$ cat config.mk
export PLATFORM = sky130hd
export DESIGN_NAME = mrt_seq
export DESIGN_NICKNAME = d
export VERILOG_FILES = /design/src/rtl/mrt_pkg.sv /design/src/rtl/mrt_lowbit.sv /design/src/rtl/mrt_stage.sv /design/src/rtl/mrt_seq.sv
export SDC_FILE = /design/constraint.sdc
export NUM_CORES = 1
export LEC_CHECK = 0
export CAP_MARGIN = 30
export CORE_MARGIN = 5
export CORE_UTILIZATION = 41
export DETAILED_ROUTE_END_ITERATION = 10
export GPL_TIMING_DRIVEN = 0
export PLACE_DENSITY_LB_ADDON = 0.15
export SKIP_CTS_REPAIR_TIMING = 1
export SYNTH_ARGS = -nofsm -noshare
export SYNTH_HDL_FRONTEND = slang
export SYNTH_SLANG_ARGS = --single-unit
$ cat constraint.sdc
create_clock -name clk -period 5.6 [get_ports clk]
set_input_delay 1.12 -clock clk [delete_from_list [all_inputs] [get_ports clk]]
set_output_delay 1.12 -clock clk [all_outputs]
set_load 0.05 [all_outputs]
$ cat src/rtl/mrt_pkg.sv
package mrt_pkg;

    typedef enum logic [2:0] {
        S_IDLE,
        S_READ,
        S_WRITE,
        S_COMMIT,
        S_FINISH
    } mrt_state_e;

    localparam logic [2:0] MODE_DREG    = 3'd0;
    localparam logic [2:0] MODE_AREG    = 3'd1;
    localparam logic [2:0] MODE_IND     = 3'd2;
    localparam logic [2:0] MODE_POSTINC = 3'd3;
    localparam logic [2:0] MODE_PREDEC  = 3'd4;

    localparam int WORD_BITS = 16;

endpackage

$ cat src/rtl/mrt_lowbit.sv
module mrt_lowbit #(
    parameter int N  = 16,
    localparam int IW = $clog2(N)
) (
    input  logic [N-1:0]  vec,
    output logic          any,
    output logic [IW-1:0] idx
);
    always_comb begin
        idx = '0;
        for (int i = N - 1; i >= 0; i--) begin
            if (vec[i]) idx = IW'(i);
        end
        any = |vec;
    end
endmodule

$ cat src/rtl/mrt_stage.sv
module mrt_stage #(
    parameter int DEPTH = 16,
    parameter int DW    = 32,
    localparam int IW   = $clog2(DEPTH)
) (
    input  logic          clk,
    input  logic          wr_en,
    input  logic [IW-1:0] wr_idx,
    input  logic [DW-1:0] wr_data,
    input  logic [IW-1:0] rd_idx,
    output logic [DW-1:0] rd_data
);
    logic [DW-1:0] slot [DEPTH];

    always_ff @(posedge clk) begin
        if (wr_en) slot[wr_idx] <= wr_data;
    end

    assign rd_data = slot[rd_idx];
endmodule

$ cat src/rtl/mrt_seq.sv
module mrt_seq
    import mrt_pkg::*;
#(
    parameter int NREG = 16,
    parameter int DW   = 32,
    localparam int IW  = $clog2(NREG),
    localparam int BW  = IW - 1
) (
    input  logic          clk,
    input  logic          rst_n,
    input  logic          start,
    input  logic [NREG-1:0] mask,
    input  logic          is_load,
    input  logic          is_long,
    input  logic [2:0]    mode,
    input  logic [BW-1:0] base_sel,
    input  logic [DW-1:0] base_val,
    input  logic [DW-1:0] ea_in,
    input  logic          new_rule,
    output logic          busy,
    output logic          done,
    output logic          fault,
    output logic          mem_req,
    output logic          mem_we,
    output logic          mem_size,
    output logic [DW-1:0] mem_addr,
    output logic [DW-1:0] mem_wdata,
    input  logic          mem_ready,
    input  logic [DW-1:0] mem_rdata,
    output logic [IW-1:0] rf_raddr,
    input  logic [DW-1:0] rf_rdata,
    output logic          rf_we,
    output logic [IW-1:0] rf_waddr,
    output logic [DW-1:0] rf_wdata
);
    mrt_state_e state, state_nx;

    logic            op_load, op_long, op_rule, fault_q;
    logic [2:0]      op_mode;
    logic [BW-1:0]   op_base;
    logic [NREG-1:0] pend, mask_q, pend_clr;
    logic [DW-1:0]   addr, base_init, step;
    logic            lo_any, xfer, predec, bad_cmd, base_wb;
    logic [IW-1:0]   lo_idx, cur_reg, base_idx;
    logic [DW-1:0]   rdata_ext, stage_rd;

    mrt_lowbit #(.N(NREG)) u_pick (
        .vec (pend),
        .any (lo_any),
        .idx (lo_idx)
    );

    mrt_stage #(.DEPTH(NREG), .DW(DW)) u_stage (
        .clk     (clk),
        .wr_en   (state == S_READ && xfer),
        .wr_idx  (lo_idx),
        .wr_data (rdata_ext),
        .rd_idx  (lo_idx),
        .rd_data (stage_rd)
    );

    assign step     = op_long ? DW'(4) : DW'(2);
    assign predec   = (op_mode == MODE_PREDEC);
    assign xfer     = mem_req && mem_ready;
    assign pend_clr = pend & ~(NREG'(1) << lo_idx);
    assign cur_reg  = predec ? (IW'(NREG - 1) - lo_idx) : lo_idx;
    assign base_idx = {1'b1, op_base};
    assign bad_cmd  = (mode == MODE_DREG) || (mode == MODE_AREG) ||
                      (mode == MODE_POSTINC && !is_load) ||
                      (mode == MODE_PREDEC && is_load);
    assign base_wb  = !fault_q && ((op_load && op_mode == MODE_POSTINC) ||
                                   (!op_load && op_mode == MODE_PREDEC));
    assign rdata_ext = op_long ? mem_rdata :
                       {{(DW-WORD_BITS){mem_rdata[WORD_BITS-1]}}, mem_rdata[WORD_BITS-1:0]};

    // state register
    always_ff @(posedge clk or negedge rst_n) begin
        if (!rst_n) state <= S_IDLE;
        else        state <= state_nx;
    end

    // next-state logic
    always_comb begin
        state_nx = state;
        unique case (state)
            S_IDLE: if (start) begin
                if (bad_cmd || mask == '0) state_nx = S_FINISH;
                else if (is_load)          state_nx = S_READ;
                else                       state_nx = S_WRITE;
            end
            S_READ:   if (xfer && pend_clr == '0) state_nx = S_COMMIT;
            S_WRITE:  if (xfer && pend_clr == '0) state_nx = S_FINISH;
            S_COMMIT: if (pend_clr == '0)         state_nx = S_FINISH;
            S_FINISH: state_nx = S_IDLE;
            default:  state_nx = S_IDLE;
        endcase
    end

    // operation registers
    always_ff @(posedge clk or negedge rst_n) begin
        if (!rst_n) begin
            op_load   <= 1'b0;
            op_long   <= 1'b0;
            op_rule   <= 1'b0;
            op_mode   <= '0;
            op_base   <= '0;
            fault_q   <= 1'b0;
            pend      <= '0;
            mask_q    <= '0;
            addr      <= '0;
            base_init <= '0;
        end else begin
            unique case (state)
                S_IDLE: if (start) begin
                    op_load   <= is_load;
                    op_long   <= is_long;
                    op_rule   <= new_rule;
                    op_mode   <= mode;
                    op_base   <= base_sel;
                    fault_q   <= bad_cmd;
                    pend      <= mask;
                    mask_q    <= mask;
                    base_init <= base_val;
                    addr      <= (mode == MODE_IND || mode == MODE_POSTINC ||
                                  mode == MODE_PREDEC) ? base_val : ea_in;
                end
                S_READ: if (xfer) begin
                    addr <= addr + step;
                    pend <= (pend_clr == '0) ? mask_q : pend_clr;
                end
                S_WRITE: if (xfer) begin
                    addr <= predec ? addr - step : addr + step;
                    pend <= pend_clr;
                end
                S_COMMIT: pend <= pend_clr;
                S_FINISH: pend <= '0;
                default:  pend <= '0;
            endcase
        end
    end

    // outputs
    always_comb begin
        busy      = (state != S_IDLE);
        done      = (state == S_FINISH);
        fault     = (state == S_FINISH) && fault_q;
        mem_req   = (state == S_READ) || (state == S_WRITE);
        mem_we    = (state == S_WRITE);
        mem_size  = op_long;
        mem_addr  = predec ? addr - step : addr;
        rf_raddr  = cur_reg;
        mem_wdata = (predec && op_rule && cur_reg == base_idx) ? base_init - step : rf_rdata;
        rf_we     = 1'b0;
        rf_waddr  = lo_idx;
        rf_wdata  = stage_rd;
        unique case (state)
            S_COMMIT: rf_we = 1'b1;
            S_FINISH: begin
                rf_we    = base_wb;
                rf_waddr = base_idx;
                rf_wdata = addr;
            end
            default: ;
        endcase
    end

    // a pending access keeps its address and direction until accepted
    a_r2_hold_request: assert property (@(posedge clk) disable iff (!rst_n)
        mem_req && !mem_ready |=> mem_req && $stable(mem_addr) && $stable(mem_we));

    // predecrement addresses move down by the size between accesses
    a_r6_predec_step: assert property (@(posedge clk) disable iff (!rst_n)
        xfer && mem_we && predec && (pend_clr != '0) |=> mem_addr == $past(mem_addr) - step);

    // no register write while a read is outstanding
    a_r5_no_early_commit: assert property (@(posedge clk) disable iff (!rst_n)
        mem_req && !mem_we |-> !rf_we);

    // a fault comes with no access and no register write, then idle
    a_r3_fault_quiet: assert property (@(posedge clk) disable iff (!rst_n)
        fault |-> !mem_req && !rf_we ##1 !busy);

    // done lasts one cycle
    a_r12_done_pulse: assert property (@(posedge clk) disable iff (!rst_n)
        done |=> !done);

    // after done the sequencer is idle
    a_r12_idle_after_done: assert property (@(posedge clk) disable iff (!rst_n)
        done |=> !busy);

endmodule

==> impl_metrics.ini, run 1 <==
[route]
wirelength_mm = 105.7
viasPerCell = 6.045
wire_per_inst_um = 29.49
vias = 21670
first_iter_violations = 2704
ant_nets = 0
drt_pass1_iterations = 6
drc_errors = 0

[yosys]
synth-simple-area-share_pct = 9.539
synthMuxAreaShare_pct = 7.266
synth_flop_cell = edfxtp_1
yosys_warnings = 0
synth_most_common_cell = edfxtp_1
yosys-top-cells-count = edfxtp_1 (512), nand2_1 (285), clkbuf_1 (129), nor2_1 (129), o21ai_0 (123)
ys_top_cells_by_area = edfxtp_1 (54%), dfrtp_1 (9.6%), nand2_1 (3.8%), mux2i_1 (3.4%), mux2_2 (3.1%)
async_flop_share_pct = 17.55
netlist-cell-type-count = 78
syn-cell-area_sq_um = 28410
synth-compound-area-share_pct = 13.40
avgSynthCellArea_sq_um = 12.76
ys_seq_area_share_pct = 63.72
netlist_instances = 2226
synthAdderAreaFrac_pct = 0.4756
synthesis.nets = 2392
synth_top_area_share_pct = 54.12
synth_area_leader_cell = edfxtp_1
synth-xor-area-share_pct = 2.867
synth_edf_count = 512
synth_seq_cells = 621
synth_top_family_by_area = compound AO/OA/AOI/OAI gates

[die]
core_area_sq_um = 68710
io-pin-count = 268
die_h_um = 273.2
die_area_sq_um = 74660
die_width_um = 273.2
start_util_pct = 41.35
row_count = 96

[clocking]
clk_path_buf_depth = 3
cts.sinks = 621
cts_buffers = 68
htree_levels = 3
cts_root_buf = clkbuf_16
cts_tree = done
clk_pin_slew_ns = 0.06
worst_skew_pair.late_latency_ns = 0.62

[sta]
max-slew-margin-rel_pct = 32.12
report.final.slew_viol_count = 0
tightest_slew_ns = 1.018
period_share_pct = 98.76
fmax_mhz = 180.8
grt_setup_unrepaired = true
hold_violations = 0
fin_skew_ns = 0.03135
setup_viol = 0
period_minus_slack_ns = 5.530
setup_slack_ns = 0.06962

[min_path]
hold_class = in2async

[setup_path]
cp_max_fo = 8
cp-end-kind = primary output
cp-start-kind = register
cp.arrival_ns = 4.41
regToRegSetupSlack_ns = 1.18
critPathRequiredTime_ns = 4.48
crit_type = reg2out

[grt]
grt.overflow.total = 0
antenna_found_initial = 6
grt_pass1_vias = 20990
grt_use_total_pct = 27.37
grt_max_degree = 71
grt_pass1_wl_mm = 149.8

[final_layout]
final_util_pct = 51.27
fin_nets = 2762
fillers = 5988
area_growth_pct = 23.99
drive_gt1_share_pct = 14.65

[placement]
portBuffers = 267
hpwl_mm = 76.31
place_congestion = 0.9248
pre_cts_ws_ns = -1.284

[job]
cap_violations = 0

[power_and_ir_drop]
peakVddDrop_uv = 1136
p_per_area_nw_per_um2 = 705.4
p_leak_uw = 0.01273

[run_status]
status = completed
path summary, 6_finish.rpt:
| path | depth (start not counted) | endpoint | from |
|---|---|---|---|
| min | 1 | mask_q[10] | rst_n |
| max reg2reg | 8 | u_stage.slot[2][18] | pend[8] |
| min in group clk | 2 | mask_q[1] | mask_q[1] |
| min reg2reg | 2 | mask_q[1] | mask_q[1] |
| max in group asynchronous | 2 | mem_size | rst_n |
| max | 13 | mem_wdata[31] | mem_size |
report_power, final:
part | internal, uW | leakage, uW | switching [uW]
sequential | 5740 | 0.00596 | 421
clock | 2500 | 0.00106 | 1880
combinational | 4300 | 0.00571 | 10000
placed cells by master, fill, tap and decap left out, types with 25 or more instances in the layout:
master / instances
clkbuf_2: 60
mux2i_1: 96
nand2_1: 284
o22a_1: 34
a31oi_1: 31
o21ai_0: 120
edfxtp_1: 512
inv_1: 26
clkbuf_1: 101
dfrtp_1: 108
a222oi_1: 67
buf_4: 25
mux2_2: 78
xor2_1: 47
clkbuf_16: 69
nor2_1: 113
nor3_1: 29
dlymetal6s2s_1: 38
a21oi_1: 58
a22oi_1: 95
clkdlybuf4s50_1: 191
xnor2_1: 45
metal layers:
layer | track usage [%] | part of all wire [%] | routed length (um)
met3 | 5.390 | 8.4 | 8885
met5 | 0 | 0.0076 | 8
met2 | 42.73 | 47 | 49270
met1 | 39.17 | 42 | 44600
met4 | 8.005 | 2.8 | 2911
layout make-up:
type	count	area, sq um	share of cell area, %
multi-input cells	1411	9821	27.88
clock inverters	39	361.6	1.026
plain buffers	165	773.2	2.195
inverters	28	108.9	0.3090
well taps	931	1165	3.307
repair buffers	301	3082	8.748
clock buffers	83	1799	5.108
flip-flops and latches	621	18100	51.39
diodes	5	12.51	0.03552
state kept, by name (all words and copies together) (netlist names):
name,count
state,3
fault_q,1
pend,16
mem_size,1
op_load,1
op_mode,3
base_init,32
op_base,3
op_rule,1
mask_q,16
addr,32
u_stage.slot,512
metrics by stage:
step | total power (uW) | cells | cell area (sq um) | hold slack (ns) | TNS, ns
CTS | 24720 | 3569 | 34940 | 0.4093 | -84.45
global route | 25790 | 3584 | 35230 | 0.4382 | -0.1889
finish | 24850 | 3584 | 35230 | 0.4246 | 0
floorplan | 14770 | 2226 | 28410 | 0.4393 | 0
detailed placement | 20320 | 3447 | 32780 | 0.4609 | -30.64
global placement | 20130 | 3424 | 32250 | 0.4619 | -760.26
critical path, stage by stage (launching register included):
cell,delay (ns)
dfrtp_2,0.43
buf_4,0.22
clkinvlp_4,0.20
ha_1,0.21
fa_1,0.21
nand2b_1,0.11
nor4_4,0.33
nand2_2,0.15
or4_1,0.48
or4_1,0.50
nor3_2,0.22
xor2_1,0.30
mux2_2,0.21
clkbuf_4,0.22
cells by family after synthesis:
kind of cell | after synthesis
fa+ha+maj | 9
buf+inv | 194
simple gates | 582
xor+xnor | 93
compound gates | 533
flops | 621
mux | 194
No activity file was read; power rests on OpenSTA's default activity.
==> inputs of run 2 (changes only) <==
- CORE_UTILIZATION: 41 -> 33
- REMOVE_ABC_BUFFERS: not set -> 1
- SLEW_MARGIN: not set -> 25
==> impl_metrics.ini, run 2 (same netlist as run 1, synthesis figures left out) <==
[run_status]
status = completed

[sta]
tightest_slew_ns = 1.035
fin_skew_ns = 0.02876
setup_viol = 0
grt_setup_unrepaired = true
setup_slack_ns = 0.05637
max-slew-margin-rel_pct = 30.34
period_minus_slack_ns = 5.544
report.final.slew_viol_count = 0
hold_violations = 0
period_share_pct = 98.99
fmax_mhz = 180.4

[final_layout]
largest_reg_flops = 512
final_cells = 3701
final_cell_mix = edfxtp_1 (512), nand2_1 (276), clkdlybuf4s50_1 (200)
fillers = 7808
reg_top3 = u_stage.slot (512), addr (32), base_init (32)
fin_nets = 2669
top_register = u_stage.slot
area_growth_pct = 27.54
drive_gt1_share_pct = 15.42
final_common_cell = edfxtp_1

[setup_path]
crit_type = reg2out
critPathRequiredTime_ns = 4.48
cp-end-kind = primary output
rr_startpoint = pend[3]
cp-start-kind = register
cp.arrival_ns = 4.42
cp-startpoint = pend[1]
cp_max_fo = 19

[die]
io-pin-count = 268
start_util_pct = 33.31
die_area_sq_um = 92060
row_count = 107
core_area_sq_um = 85280
die_width_um = 303.4
die_h_um = 303.4

[placement]
portBuffers = 267
dp.cells = 3554
pre_cts_ws_ns = -0.7171
place_congestion = 0.8474
hpwl_mm = 65.31

[clocking]
cts_buffers = 70
clk_path_buf_depth = 3
cts.sinks = 621
cts_tree = done
htree_levels = 3
clk_pin_slew_ns = 0.06
cts_root_buf = clkbuf_16
worst_skew_pair.late_latency_ns = 0.61

[grt]
grt.overflow.total = 0
grt_pass1_wl_mm = 137.9
grt_max_degree = 64
grt_use_total_pct = 20.02
antenna_found_initial = 2
grt_pass1_vias = 20110

[route]
first_iter_violations = 2193
vias = 20610
ant_nets = 0
drt_pass1_iterations = 5
wire_per_inst_um = 26.27
viasPerCell = 5.567
drc_errors = 0
wirelength_mm = 97.23

[power_and_ir_drop]
p_per_area_nw_per_um2 = 680.0
peakVddDrop_uv = 594.8
p_leak_uw = 0.01304

[job]
cap_violations = 0

[min_path]
hold_class = in2async
## run 2: final timing paths
path	cells past startpoint	end	slack [ns]
max	9	mem_wdata[15]	0.06
min	1	mask_q[6]	0.41
max reg2reg	7	pend[0]	1.61
min reg2reg	2	mask_q[1]	0.48
max in group asynchronous	2	addr[10]	4.44
min in group clk	2	mask_q[1]	0.48
## run 2: worst max-delay path, cell delays in order (launching register included)
cell and delay, ns:
dfrtp_1 0.51, or4_4 0.60, a21oi_2 0.13, nand2_2 0.18, and2_4 0.39, xnor2_2 0.30
xor2_1 0.21, or4_4 0.72, mux2_1 0.30, dlymetal6s2s_1 0.44
## run 2: layout make-up
| type | count | area [sq um] | share of cell area, % |
|---|---|---|---|
| antenna | 2 | 5.005 | 0.01381 |
| clock buffer | 87 | 1877 | 5.179 |
| clock inverter | 37 | 314.1 | 0.8667 |
| inverter | 28 | 108.9 | 0.3004 |
| multi-input combinational | 1414 | 9957 | 27.48 |
| sequential | 621 | 18100 | 49.96 |
| tap | 1144 | 1431 | 3.950 |
| timing repair buffer | 368 | 4439 | 12.25 |
## run 2: per-stage QoR
step	total power [uW]	cell area [sq um]	setup TNS, ns	hold slack, ns	util, %
floorplan	13920	27740	-537.25	0.4393	-
global placement	16860	31840	-3005.51	0.4585	37.34
detailed placement	20060	33740	-16.28	0.4670	39.56
CTS	24540	35930	-56.36	0.3936	42.13
global route	25850	36230	-0.1019	0.4229	42.48
finish	24640	36240	0	0.4099	42.49
## run 2: power by group
| part | total [uW] | internal [uW] | switching (uW) |
|---|---|---|---|
| Sequential | 6500 | 5740 | 759 |
| Clock | 4390 | 2530 | 1860 |
| Combinational | 13800 | 4890 | 8860 |
| Total | 24600 | 13200 | 11500 |
## run 2: routing by layer
layer / global-route usage (%) / routed length [um]
met1: 27.21 / 41290
met2: 33.74 / 46980
met3: 3.631 / 7255
met4: 4.451 / 1706
met5: 0 / 0
